`src/rtl/can_lpm_pkg.sv`:
```
// Package: shared type for the low-power sequencer.
// Assumes: nothing beyond IEEE 1800-2017.
package can_lpm_pkg;

    // Coarse mode of the sequencer, derived from the two status flags and the request.
    typedef enum logic [1:0] {
        PH_BOOT        = 2'd0,
        PH_AWAKE       = 2'd1,
        PH_SLEEP_HELD  = 2'd2,
        PH_SLEEP_COUNT = 2'd3
    } lpm_phase_t;

    // Map the flags to a phase; BOOT covers the interval after reset before the first wake.
    function automatic lpm_phase_t phase_of(input logic sleep_q, input logic wake_q,
                                            input logic req);
        if (sleep_q)     return req ? PH_SLEEP_HELD : PH_SLEEP_COUNT;
        else if (wake_q) return PH_AWAKE;
        else             return PH_BOOT;
    endfunction

endpackage

```
`src/rtl/can_lpm_wake_cnt.sv`:
```
// Module: counter of consecutive strobed recessive bus bits.
// Does: raises run_done combinationally on the strobe that completes WAKE_BITS recessive bits.
// Assumes: bit_strobe is a one-cycle pulse; bus_bit = 1 means recessive.
module can_lpm_wake_cnt #(
    parameter int WAKE_BITS = 11,
    localparam int CW = $clog2(WAKE_BITS + 1)
) (
    input  logic clk,
    input  logic rst_n,
    input  logic count_en,
    input  logic clr,
    input  logic bit_strobe,
    input  logic bus_bit,
    output logic run_done
);
    localparam logic [CW-1:0] LAST = CW'(WAKE_BITS - 1);

    logic [CW-1:0] run_q;
    logic          at_last;

    // Flag the strobe position that would complete the run.
    assign at_last  = (run_q == LAST);
    assign run_done = count_en && !clr && bit_strobe && bus_bit && at_last;

    // Track the length of the current recessive run, restarting on dominant or when idle.
    always_ff @(posedge clk) begin
        if (!rst_n) begin
            run_q <= '0;
        end else if (clr || !count_en) begin
            run_q <= '0;
        end else if (bit_strobe) begin
            if (!bus_bit || at_last) run_q <= '0;
            else                     run_q <= run_q + 1'b1;
        end
    end
endmodule

```
`src/rtl/can_lpm_ctrl.sv`:
```
// Module: sleep/wake status controller.
// Does: sets SLEEP once the request meets an idle transmit queue; sets WAKE when the run counter completes.
// Assumes: tx_idle is the decoded "no pending transmissions" condition of the current cycle.
module can_lpm_ctrl
    import can_lpm_pkg::*;
(
    input  logic       clk,
    input  logic       rst_n,
    input  logic       lp_req,
    input  logic       tx_idle,
    input  logic       run_done,
    output logic       sleep_q,
    output logic       wake_q,
    output logic       enter_sleep,
    output logic       count_en
);
    lpm_phase_t phase;

    // Classify the present mode.
    assign phase = phase_of(sleep_q, wake_q, lp_req);

    // Sleep entry takes priority over a completing wake run.
    assign enter_sleep = !sleep_q && lp_req && tx_idle;

    // Count only in boot or in sleep with the request released.
    assign count_en = (phase == PH_BOOT) || (phase == PH_SLEEP_COUNT);

    // Update the exclusive status flags.
    always_ff @(posedge clk) begin
        if (!rst_n) begin
            sleep_q <= 1'b0;
            wake_q  <= 1'b0;
        end else if (enter_sleep) begin
            sleep_q <= 1'b1;
            wake_q  <= 1'b0;
        end else if (run_done) begin
            sleep_q <= 1'b0;
            wake_q  <= 1'b1;
        end
    end
endmodule

```
`src/rtl/can_lpm_out_gate.sv`:
```
// Module: output enables and interrupt gate.
// Does: turns the sleep flag into the disable controls and the masked interrupt.
// Assumes: purely combinational; sleep_q comes from a register.
module can_lpm_out_gate (
    input  logic sleep_q,
    input  logic irq_mask_en,
    output logic rx_en,
    output logic err_cnt_en,
    output logic mbox_en,
    output logic irq
);
    // Everything active is stopped while asleep.
    assign rx_en      = !sleep_q;
    assign err_cnt_en = !sleep_q;
    assign mbox_en    = !sleep_q;
    // Interrupt follows the sleep level when unmasked.
    assign irq        = sleep_q && irq_mask_en;
endmodule

```
`src/rtl/can_lpm_seq.sv`:
```
// Module: top of the CAN low-power mode sequencer.
// Does: joins the run counter, status controller and output gate.
// Assumes: synchronous active-low reset; inputs are synchronous to clk.
module can_lpm_seq #(
    parameter int WAKE_BITS = 11,
    parameter int PEND_W    = 6
) (
    input  logic              clk,
    input  logic              rst_n,
    input  logic              lp_req,
    input  logic [PEND_W-1:0] tx_pending,
    input  logic              bus_bit,
    input  logic              bit_strobe,
    input  logic              irq_mask_en,
    output logic              sleep_st,
    output logic              wake_st,
    output logic              rx_en,
    output logic              err_cnt_en,
    output logic              mbox_en,
    output logic              irq
);
    logic tx_idle;
    logic run_done;
    logic enter_sleep;
    logic count_en;

    // Queue is drained when no transmission is pending.
    assign tx_idle = (tx_pending == '0);

    can_lpm_wake_cnt #(.WAKE_BITS(WAKE_BITS)) u_cnt (
        .clk        (clk),
        .rst_n      (rst_n),
        .count_en   (count_en),
        .clr        (enter_sleep),
        .bit_strobe (bit_strobe),
        .bus_bit    (bus_bit),
        .run_done   (run_done)
    );

    can_lpm_ctrl u_ctrl (
        .clk         (clk),
        .rst_n       (rst_n),
        .lp_req      (lp_req),
        .tx_idle     (tx_idle),
        .run_done    (run_done),
        .sleep_q     (sleep_st),
        .wake_q      (wake_st),
        .enter_sleep (enter_sleep),
        .count_en    (count_en)
    );

    can_lpm_out_gate u_gate (
        .sleep_q     (sleep_st),
        .irq_mask_en (irq_mask_en),
        .rx_en       (rx_en),
        .err_cnt_en  (err_cnt_en),
        .mbox_en     (mbox_en),
        .irq         (irq)
    );
endmodule

```
`config.mk`:
```
export PLATFORM = sky130hd
export DESIGN_NAME = can_lpm_seq
export DESIGN_NICKNAME = d
export VERILOG_FILES = /design/src/rtl/can_lpm_pkg.sv /design/src/rtl/can_lpm_wake_cnt.sv /design/src/rtl/can_lpm_ctrl.sv /design/src/rtl/can_lpm_out_gate.sv /design/src/rtl/can_lpm_seq.sv
export SDC_FILE = /design/constraint.sdc
export NUM_CORES = 1
export LEC_CHECK = 0
export CORE_AREA = 5 5 42 44
export CTS_BUF_LIST = sky130_fd_sc_hd__clkbuf_8
export DETAILED_ROUTE_END_ITERATION = 10
export DIE_AREA = 0 0 47 49
export DONT_BUFFER_PORTS = 1
export GPL_ROUTABILITY_DRIVEN = 0
export PLACE_DENSITY = 0.43
export SETUP_SLACK_MARGIN = 0.1
export SLEW_MARGIN = 40
export SYNTH_ARGS = -nofsm -noshare
export SYNTH_HDL_FRONTEND = slang
export SYNTH_SLANG_ARGS = --single-unit
```
`constraint.sdc`:
```
create_clock -name clk -period 1.6 [get_ports clk]
set_clock_uncertainty 0.1 [all_clocks]
set_input_delay 0.16 -clock clk [delete_from_list [all_inputs] [get_ports clk]]
set_output_delay 0.16 -clock clk [all_outputs]
set_load 0.05 [all_outputs]
```
==> results.json, run 1 <==
{
  "r2r_cells": 5,
  "drt_drc_violations_left": 0,
  "cts-htree-levels": 1,
  "syn-instance-count": 39,
  "grt-ovfl-total": 0,
  "area_growth_pct": 33.9,
  "tritoncts.num_buffers": 3,
  "slowest_stage": "sky130_fd_sc_hd__or3_4",
  "timing.final.setup_violations": 0,
  "drtIter0Drc": 4,
  "critical-path-max-stage-delay_ns": 0.37,
  "clk-insertion-delay-late_ns": 0.22,
  "worst_hold_path_type": "in2reg",
  "timing.final.crit_period_ns": 1.45,
  "ys.warnings.count": 0,
  "mostFrequentLayoutCells": "sky130_fd_sc_hd__inv_1 (4), sky130_fd_sc_hd__buf_4 (4), sky130_fd_sc_hd__dfxtp_1 (4)",
  "first_global_vias": 349,
  "path_cells": "inv_1 -> ha_1 -> and3b_1 -> or3_4 -> a21oi_2",
  "total_i_o_pin_count": 18,
  "port-buffer-count": 0,
  "worst_slew_pin_slew_ns": 0.366,
  "leakage_nw": 0.201,
  "clk_pin_slew_ns": 0.04,
  "grt_max_degree": 7,
  "timing.fmax_ghz": 0.688,
  "finalCritPeriodShare_pct": 90.8,
  "clock_tree.buffer_depth": 2,
  "netlist-cell-type-count": 24,
  "setup-tns-final_ns": 0,
  "clkSinkCount": 6,
  "syn_area_per_cell_um2": 8.89,
  "slew_margin_rel_pct": 75.2,
  "dp_hpwl_um": 714,
  "synth_seq_cells": 6,
  "power.ir.vdd_worst_v": 0.000346,
  "grt_first_pass_wirelength_um": 1370,
  "register_area_share_after_synthesis_pct": 34.7,
  "mappedNetlistNets": 53,
  "avgRoutedWirePerCell_um": 15.0,
  "vias_per_cell": 5.21,
  "antennaDiodeCount": 0,
  "critical_path_cell_count": 5,
  "power.total_uw": 411,
  "arrival_ns": 1.50,
  "coreArea_um2": 1400,
  "rsz0062_at_grt": "false",
  "route.antenna.remaining_nets": 0,
  "layout.nets": 62,
  "antenna_found_initial": 0,
  "worst_setup_path_end_kind": "flip-flop",
  "aggregate_global_route_resource_usage_pct": 8.38,
  "setup_slack_ns": 0.147,
  "standard_cell_row_count": 14,
  "floorplan.die.height_um": 49,
  "start_util_pct": 24.7,
  "drt-total-wl_um": 927,
  "timing.final.hold_violations": 0,
  "vias": 323,
  "worst-setup-path-type": "reg2reg",
  "clock_tree_from_tritoncts": "built",
  "syn_area_um2": 347,
  "cp.buffers_inverters": 1,
  "max_cap_violations": 0,
  "chipWidth_um": 47,
  "power_density_nw_per_um2": 886,
  "place_ws_ns": 0.105,
  "share_of_post_route_cells_with_drive_strength_above_1_pct": 26.1,
  "drt_pre_antenna_iters": 2,
  "hold-path-cell-count": 2,
  "outcome": "completed",
  "critPathTopFamily": "simple AND/OR/NAND/NOR gates",
  "worstPathRequired_ns": 1.65,
  "die_area_um2": 2300,
  "cts_root_buffer": "sky130_fd_sc_hd__clkbuf_8",
  "drv_slew": 0,
  "critPathMaxFanout": 2,
  "worstSetupStartpointType": "flip-flop"
}
==> final timing paths <==
kind              slack, ns                     endpoint                         from
setup reg to reg       0.15  u_cnt.run_q[0]$_SDFFE_PP0P_  u_cnt.run_q[0]$_SDFFE_PP0P_
hold / removal         0.03  u_cnt.run_q[1]$_SDFFE_PP0P_                   bit_strobe
setup / recovery       0.15  u_cnt.run_q[0]$_SDFFE_PP0P_  u_cnt.run_q[0]$_SDFFE_PP0P_
hold reg to reg        0.48  u_cnt.run_q[2]$_SDFFE_PP0P_  u_cnt.run_q[2]$_SDFFE_PP0P_
==> kinds of logic (layout without fill, tap and decap cells) <==
group	count (synthesis)	count (layout)	synth area share [%]
and+or+nand+nor	14	14	23.5
AOI/OAI and AO/OA	8	8	17.7
DFF	6	6	34.7
buffers and inverters	6	13	8.66
adders and majority gates	2	2	7.22
xor gates and xnor gates	2	2	5.06
muxes	1	1	3.25
==> synth_stat cells <==
cell type | n | share of area (%)
sky130_fd_sc_hd__buf_4 | 2 | 4.3
sky130_fd_sc_hd__nand3b_1 | 1 | 2.2
sky130_fd_sc_hd__nand2_1 | 3 | 3.2
sky130_fd_sc_hd__and3b_1 | 1 | 2.5
sky130_fd_sc_hd__o31ai_1 | 1 | 2.2
sky130_fd_sc_hd__mux2_1 | 1 | 3.2
sky130_fd_sc_hd__dfxtp_1 | 6 | 35
sky130_fd_sc_hd__nand4_1 | 1 | 1.8
sky130_fd_sc_hd__o32a_1 | 1 | 2.9
sky130_fd_sc_hd__nor4b_1 | 1 | 2.5
sky130_fd_sc_hd__a211oi_1 | 1 | 2.2
sky130_fd_sc_hd__nor3_1 | 2 | 2.9
sky130_fd_sc_hd__and2_1 | 1 | 1.8
sky130_fd_sc_hd__ha_1 | 2 | 7.2
sky130_fd_sc_hd__a21oi_1 | 2 | 2.9
sky130_fd_sc_hd__nand2b_1 | 1 | 1.8
sky130_fd_sc_hd__a211o_1 | 1 | 2.5
sky130_fd_sc_hd__a21boi_0 | 1 | 2.2
sky130_fd_sc_hd__nor4_1 | 1 | 1.8
sky130_fd_sc_hd__or3_1 | 1 | 1.8
sky130_fd_sc_hd__nor2_1 | 1 | 1.1
sky130_fd_sc_hd__o211a_1 | 1 | 2.9
sky130_fd_sc_hd__inv_1 | 4 | 4.3
sky130_fd_sc_hd__xor2_1 | 2 | 5.1
==> routing by layer <==
metal  part of all wire, %  track usage [%]  vias up
met4                  0.86             4.15        0
met1                    37             8.35      148
met2                    45             13.1       19
li1                      -                -      154
met3                    17             5.17        2
met5                     0                0        -
==> final cells by class <==
cell class	count	area, µm²
Inverter	4	15.0
Timing Repair Buffer	6	60.1
Tap cell	16	20.0
Clock buffer	3	41.3
Sequential cell	6	123
Multi-Input combinational cell	27	205
Fill cell	151	937
==> per-stage QoR <==
stage                     instance area (µm²)  hold WS [ns]  cells  utilization [%]
after floorplan                           348         0.182     39                -
after global placement                    395         0.196     57             28.2
after detailed placement                  395         0.211     57             28.2
after CTS                                 448        0.0206     61             32.0
after global routing                      464        0.0462     62             33.1
final                                     464        0.0272     62             33.1
==> power breakdown <==
group | total [mW] | leakage [nW] | switching, mW | internal [mW]
Combinational | 0.0297 | 0.130 | 0.0160 | 0.0137
Clock | 0.227 | 0.0216 | 0.0651 | 0.162
Sequential | 0.155 | 0.0494 | 0.00162 | 0.153
==> repair_timing <==
action | CTS | global route
endpoints found under the setup margin | 1 | 1
hold endpoints to repair | 2 | 0
resized for setup | 1 | 2
hold buffers | 1 | 0
buffers inserted | 0 | 1
==> state kept, by name (all words and copies together) (netlist names) <==
| signal | cells |
|---|---|
| u_cnt.run_q | 4 |
| u_ctrl.sleep_q | 1 |
| u_ctrl.wake_q | 1 |
(Power assumes the default switching activity.)
==> inputs of run 2 (changes only) <==
Settings changed: BUFFER_PORTS_ARGS set to -buffer_cell sky130_fd_sc_hd__clkbuf_2, DONT_BUFFER_PORTS 1 to unset, PLACE_DENSITY 0.43 to 0.53.
==> run 2 against run 1 <==
  * Non-clock buffer count grew 11
  * Clock power is 3% lower
  * Via count rose by 5.3%
  * Hold slack better by 0.058 ns
  * First-iteration DRC count decreased by 25%
  * Die area unchanged
  * Sequential power hardly changed
  * Worst setup slack gained 0.012 ns
  * Fmax rose by 0.82%
==> results.json, run 2 (synthesized netlist as in run 1, its figures left out) <==
{
  "ff_latch_area_um2": 123,
  "chipWidth_um": 47,
  "power_density_nw_per_um2": 859,
  "path_cells": "inv_1 -> ha_1 -> and3b_1 -> or3_1 -> a21oi_1",
  "clkSinkCount": 6,
  "post_dp_cell_area_um2": 438,
  "drtIter0Drc": 3,
  "rsz0062_at_grt": "false",
  "grt_max_degree": 7,
  "layout.nets": 73,
  "cts_root_buffer": "sky130_fd_sc_hd__clkbuf_8",
  "hold_slack_ns": 0.0854,
  "timing.fmax_ghz": 0.694,
  "grt_first_pass_wirelength_um": 1280,
  "largest_reg_flops": 4,
  "arrival_ns": 1.49,
  "antenna_found_initial": 0,
  "leakage_nw": 0.233,
  "vias": 340,
  "route.antenna.remaining_nets": 0,
  "power.ir.vdd_worst_v": 0.000422,
  "clock_tree_from_tritoncts": "built",
  "drt_drc_violations_left": 0,
  "drt_pre_antenna_iters": 2,
  "layout_commonest_cell": "sky130_fd_sc_hd__clkbuf_2",
  "outcome": "completed",
  "aggregate_global_route_resource_usage_pct": 7.83,
  "area_growth_pct": 38.6,
  "start_util_pct": 24.7,
  "critPathMaxFanout": 5,
  "timing.final.crit_period_ns": 1.44,
  "antennaDiodeCount": 0,
  "drt-total-wl_um": 780,
  "clock_tree.buffer_depth": 2,
  "finalCritPeriodShare_pct": 90.0,
  "minimum_setup_slack_among_reg_to_reg_paths_ns": 0.16,
  "first_global_vias": 330,
  "post-cts-setup-buffers": 0,
  "total_i_o_pin_count": 18,
  "avgRoutedWirePerCell_um": 10.7,
  "slowest_stage": "sky130_fd_sc_hd__dfxtp_2",
  "max_cap_violations": 0,
  "regMostFlops": "u_cnt.run_q",
  "die_area_um2": 2300,
  "vias_per_cell": 4.66,
  "clk_pin_slew_ns": 0.03,
  "timing.final.setup_violations": 0,
  "grt-ovfl-total": 0,
  "port-buffer-count": 17,
  "fillCellCount": 161,
  "post_cts_resize_count": 0,
  "worst_slew_pin_slew_ns": 0.353,
  "worstSetupStartpointType": "flip-flop",
  "slew_margin_rel_pct": 76.2,
  "reg.largest.list": "u_cnt.run_q: 4 flops, u_ctrl.sleep_q: 1 flops, u_ctrl.wake_q: 1 flops",
  "floorplan.die.height_um": 49,
  "cts-htree-levels": 1,
  "setup-tns-final_ns": 0,
  "dp_hpwl_um": 680,
  "cts.hold.buffers_added": 0,
  "tritoncts.num_buffers": 3,
  "multi_input_comb_area_um2": 196,
  "worst_hold_path_type": "in2reg",
  "post-route-cell-area_um2": 480,
  "share_of_post_route_cells_with_drive_strength_above_1_pct": 38.6,
  "standard_cell_row_count": 14,
  "critical-path-max-stage-delay_ns": 0.35,
  "mostFrequentLayoutCells": "sky130_fd_sc_hd__clkbuf_2 (17), sky130_fd_sc_hd__inv_1 (4), sky130_fd_sc_hd__dfxtp_1 (4)",
  "worst_setup_path_end_kind": "flip-flop",
  "worstPathRequired_ns": 1.65,
  "power.total_uw": 413,
  "timing.final.hold_violations": 0,
  "worst-setup-path-type": "reg2reg",
  "drv_slew": 0,
  "coreArea_um2": 1400,
  "clk-insertion-delay-late_ns": 0.22
}
## run 2: cell type report
| class | count | area share [%] |
|---|---|---|
| multi-input combinational | 27 | 40.9 |
| timing repair buffer | 17 | 17.7 |
| tap | 16 | 4.17 |
| inverter | 4 | 3.12 |
| clock buffer | 3 | 8.59 |
| sequential | 6 | 25.5 |
## run 2: worst max-delay path, delay by kind of cell (launching register included)
kind                       cells  cell delay [ns]
buffers and inverters          1             0.05
AOI/OAI and AO/OA              1             0.14
adders and majority gates      1             0.20
DFF                            1             0.35
and+or+nand+nor                2             0.53
## run 2: final timing paths
path / from / end / depth (start not counted)
worst max-delay path: u_cnt.run_q[0]$_SDFFE_PP0P_ / u_cnt.run_q[0]$_SDFFE_PP0P_ / 5
worst max register to register: u_cnt.run_q[0]$_SDFFE_PP0P_ / u_cnt.run_q[0]$_SDFFE_PP0P_ / 5
worst min-delay path: rst_n / u_ctrl.sleep_q$_SDFFE_PN0P_ / 3
worst min register to register: u_cnt.run_q[0]$_SDFFE_PP0P_ / u_cnt.run_q[0]$_SDFFE_PP0P_ / 2
## run 2: per-stage QoR
step / worst slack, ns / utilization, % / cells
after floorplan: 0.109 / - / 39
after global placement: 0.151 / 31.3 / 70
after detailed placement: 0.119 / 31.3 / 70
after CTS: 0.104 / 34.2 / 73
after global routing: 0.103 / 34.3 / 73
final: 0.159 / 34.3 / 73
## run 2: power by group
part | switching (mW) | leakage, nW | internal, mW
clock network | 0.0600 | 0.0216 | 0.161
registers | 0.00274 | 0.0494 | 0.153
logic | 0.0181 | 0.162 | 0.0174
## run 2: metal layers
layer / wire (µm) / track usage, %
met5: 0 / 0
met4: 12 / 4.15
met3: 85 / 4.80
met2: 369 / 12.0
met1: 312 / 7.95
==> inputs of run 3 (changes only) <==
Settings changed: ABC_AREA set to 1, PLACE_DENSITY 0.53 to 0.6, SLEW_MARGIN 40 to 20.
==> run 3 against run 2 <==
  * Clock power increased by 3%
  * Fmax is 14% higher
  * Total power increased by 3.5%
  * Clock-buffer cell count did not move
  * Synthesized cell count grew 69%
  * Non-clock buffer count is the same
  * Cell area rose by 18%
  * Sequential share of layout area shrank 4.1 points
  * Die area did not move
  * Core utilization grew 6.2 points
  * Register-to-register slack better by 0.18 ns
  * Hold slack gained 0.018 ns
  * Critical path type unchanged
  * Critical endpoint is now u_ctrl.wake_q$_SDFFE_PP0P_
  * Largest cell class unchanged
==> results.json, run 3 <==
{
  "avgRoutedWirePerCell_um": 8.45,
  "timing.final.crit_period_ns": 1.27,
  "timing.final.setup_violations": 0,
  "finalCritPeriodShare_pct": 79.1,
  "dominant_combinational_cell_family_by_area_after_synthesis": "simple AND/OR/NAND/NOR gates",
  "syn_area_um2": 434,
  "synth_edf_count": 0,
  "slew_margin_rel_pct": 80.0,
  "timing.fmax_ghz": 0.790,
  "largest_reg_flops": 4,
  "ys_dominant_reg_cell": "sky130_fd_sc_hd__dfxtp_1",
  "fillCellCount": 162,
  "worst_setup_path_end_kind": "flip-flop",
  "critical-path-max-stage-delay_ns": 0.33,
  "synth_compound_gate_area_share_pct": 9.22,
  "place_ws_ns": 0.326,
  "power.combinational.fraction_pct": 10.5,
  "synth_top_cells_by_count": "sky130_fd_sc_hd__nand2_1 (19), sky130_fd_sc_hd__inv_1 (15), sky130_fd_sc_hd__dfxtp_1 (6)",
  "standard_cell_row_count": 14,
  "vias_per_cell": 4.13,
  "cts_root_buffer": "sky130_fd_sc_hd__clkbuf_8",
  "rsz0062_at_grt": "false",
  "critical_path_cell_count": 8,
  "setup-tns-final_ns": 0,
  "clkSinkCount": 6,
  "instances_no_fill": 100,
  "mappedNetlistNets": 80,
  "clk-insertion-delay-late_ns": 0.22,
  "clk_pin_slew_ns": 0.04,
  "power.ir.vdd_worst_v": 0.000429,
  "slowest_stage": "sky130_fd_sc_hd__dfxtp_1",
  "clock_tree_from_tritoncts": "built",
  "max_cap_violations": 0,
  "power.share.clock_pct": 53.1,
  "cp.buffers_inverters": 1,
  "register_area_share_after_synthesis_pct": 27.7,
  "floorplan.die.height_um": 49,
  "tritoncts.num_buffers": 3,
  "post_cts_resize_count": 0,
  "worst_slew_pin_slew_ns": 0.297,
  "syn-instance-count": 66,
  "syn_area_per_cell_um2": 6.58,
  "synthArstFlopShare_pct": 0,
  "synth_top_area_share_pct": 27.7,
  "reg.largest.list": "u_cnt.run_q: 4 flops, u_ctrl.sleep_q: 1 flops, u_ctrl.wake_q: 1 flops",
  "worstSetupStartpointType": "flip-flop",
  "p_sw_share_pct": 21.7,
  "arrival_ns": 1.33,
  "share_of_cell_area_taken_by_muxes_after_synthesis_pct": 0,
  "placed_cells_incl_taps": 97,
  "area_growth_pct": 30.5,
  "r2r_cells": 8,
  "cts-htree-levels": 1,
  "drt_pre_antenna_iters": 2,
  "setup_slack_ns": 0.334,
  "critPathMostFrequentCell": "sky130_fd_sc_hd__nand2_1",
  "ys.warnings.count": 0,
  "route.antenna.remaining_nets": 0,
  "drt-total-wl_um": 845,
  "clock_tree.buffer_depth": 2,
  "multi_input_comb_area_um2": 239,
  "regMostFlops": "u_cnt.run_q",
  "chipWidth_um": 47,
  "critPathMaxFanout": 4,
  "cts.hold.buffers_added": 0,
  "power_density_nw_per_um2": 754,
  "grt_first_pass_wirelength_um": 1550,
  "drv_slew": 0,
  "path_cells": "inv_1 -> ha_1 -> nand2_1 -> nor2_2 -> nand2_1 -> nor2_2 -> nand2_1 -> a21oi_2",
  "critPathTopFamily": "simple AND/OR/NAND/NOR gates",
  "p_int_uw": 334,
  "seq_pwr_share_pct": 36.3,
  "leakage_nw": 0.306,
  "share_of_post_route_cells_with_drive_strength_above_1_pct": 35.7,
  "timing.final.hold_violations": 0,
  "post_synth_fa_ha_maj_area_fraction_pct": 5.76,
  "synthSimpleGateAreaFrac_pct": 38.0,
  "first_global_vias": 400,
  "worstPathRequired_ns": 1.66,
  "antennaDiodeCount": 0,
  "synth.largest_area_cell": "sky130_fd_sc_hd__dfxtp_1",
  "aggregate_global_route_resource_usage_pct": 9.32,
  "post-synth-top-count-cell": "sky130_fd_sc_hd__nand2_1",
  "layout.nets": 100,
  "worst_hold_path_type": "in2reg",
  "antenna_found_initial": 0,
  "post_synth_main_area_contributors": "sky130_fd_sc_hd__dfxtp_1 (28%), sky130_fd_sc_hd__nand2_1 (16%), sky130_fd_sc_hd__inv_1 (13%), sky130_fd_sc_hd__ha_1 (5.8%), sky130_fd_sc_hd__nand2_4 (5.2%)",
  "synth_seq_cells": 6,
  "start_util_pct": 31.0,
  "netlist-cell-type-count": 19,
  "mostFrequentLayoutCells": "sky130_fd_sc_hd__nand2_1 (19), sky130_fd_sc_hd__clkbuf_2 (17), sky130_fd_sc_hd__inv_1 (15)",
  "grt-ovfl-total": 0,
  "grt_max_degree": 6,
  "share_of_the_synthesized_netlist_area_taken_by_xor_and_xnor_gates_pct": 2.02,
  "power.total_uw": 427,
  "vias": 413,
  "ff_latch_area_um2": 121,
  "drt_drc_violations_left": 0,
  "post-cts-setup-buffers": 0,
  "dp_hpwl_um": 698,
  "drtIter0Drc": 2,
  "total_i_o_pin_count": 18,
  "hold-path-cell-count": 3,
  "coreArea_um2": 1400,
  "die_area_um2": 2300,
  "switching_power_uw": 92.7,
  "layout_commonest_cell": "sky130_fd_sc_hd__nand2_1",
  "worst-setup-path-type": "reg2reg",
  "outcome": "completed",
  "port-buffer-count": 17
}
## run 3: cell count changes after synthesis, moves of 2 or more
| cell | change |
|---|---|
| sky130_fd_sc_hd__nor2_2 | +2 |
| sky130_fd_sc_hd__a21oi_2 | +2 |
| sky130_fd_sc_hd__xor2_1 | -2 |
| sky130_fd_sc_hd__nor2_1 | +3 |
| sky130_fd_sc_hd__nand2_1 | +16 |
| sky130_fd_sc_hd__inv_1 | +11 |
| sky130_fd_sc_hd__nand2_4 | +2 |
## run 3: worst paths after layout
path | start | endpoint | slack [ns]
max | u_cnt.run_q[0]$_SDFFE_PP0P_ | u_ctrl.wake_q$_SDFFE_PP0P_ | 0.33
max reg2reg | u_cnt.run_q[0]$_SDFFE_PP0P_ | u_ctrl.wake_q$_SDFFE_PP0P_ | 0.33
min reg2reg | u_ctrl.wake_q$_SDFFE_PP0P_ | u_ctrl.wake_q$_SDFFE_PP0P_ | 0.38
min | rst_n | u_ctrl.wake_q$_SDFFE_PP0P_ | 0.10
## run 3: final cells by class
type / instances / share of cell area [%]
Tap cell: 16 / 3.53
Sequential cell: 6 / 21.4
Clock buffer: 3 / 7.28
Inverter: 16 / 10.6
Multi-Input combinational cell: 42 / 42.2
Timing Repair Buffer: 17 / 15.0
## run 3: stage by stage
step                hold WS, ns  instance area (µm²)  util, %
finish                    0.104                  567     40.4
global route              0.111                  567     40.4
CTS                       0.100                  567     40.4
detailed placement        0.322                  526     37.5
global placement          0.326                  526     37.5
floorplan                 0.189                  435        -
## run 3: power by group through the flow
stage / clock network (mW) / logic, mW / registers (mW)
after floorplan: 0 / 0.0257 / 0.158
after global placement: 0 / 0.0449 / 0.157
after global routing: 0.247 / 0.0520 / 0.155
final: 0.227 / 0.0450 / 0.155
after CTS: 0.230 / 0.0457 / 0.155
after detailed placement: 0 / 0.0455 / 0.158
## run 3: logic make-up (layout without fill, tap and decap cells)
| group | count (synthesis) | in the layout |
|---|---|---|
| xor+xnor | 1 | 1 |
| flops | 6 | 6 |
| buf+inv | 18 | 36 |
| compound gates | 6 | 6 |
| simple gates | 33 | 33 |
| fa+ha+maj | 2 | 2 |
## run 3: per-layer routing
metal | global-route usage, % | vias to the layer above | part of all wire (%)
li1 | - | 231 | -
met1 | 10.6 | 167 | 44
met2 | 13.6 | 11 | 44
met3 | 2.21 | 4 | 7.8
met4 | 8.29 | 0 | 3.2
met5 | 0 | - | 0
## run 3: worst register-to-register path, stage by stage (launching register included)
cell,delay [ns]
sky130_fd_sc_hd__dfxtp_1,0.33
sky130_fd_sc_hd__inv_1,0.09
sky130_fd_sc_hd__ha_1,0.14
sky130_fd_sc_hd__nand2_1,0.06
sky130_fd_sc_hd__nor2_2,0.11
sky130_fd_sc_hd__nand2_1,0.08
sky130_fd_sc_hd__nor2_2,0.12
sky130_fd_sc_hd__nand2_1,0.08
sky130_fd_sc_hd__a21oi_2,0.10
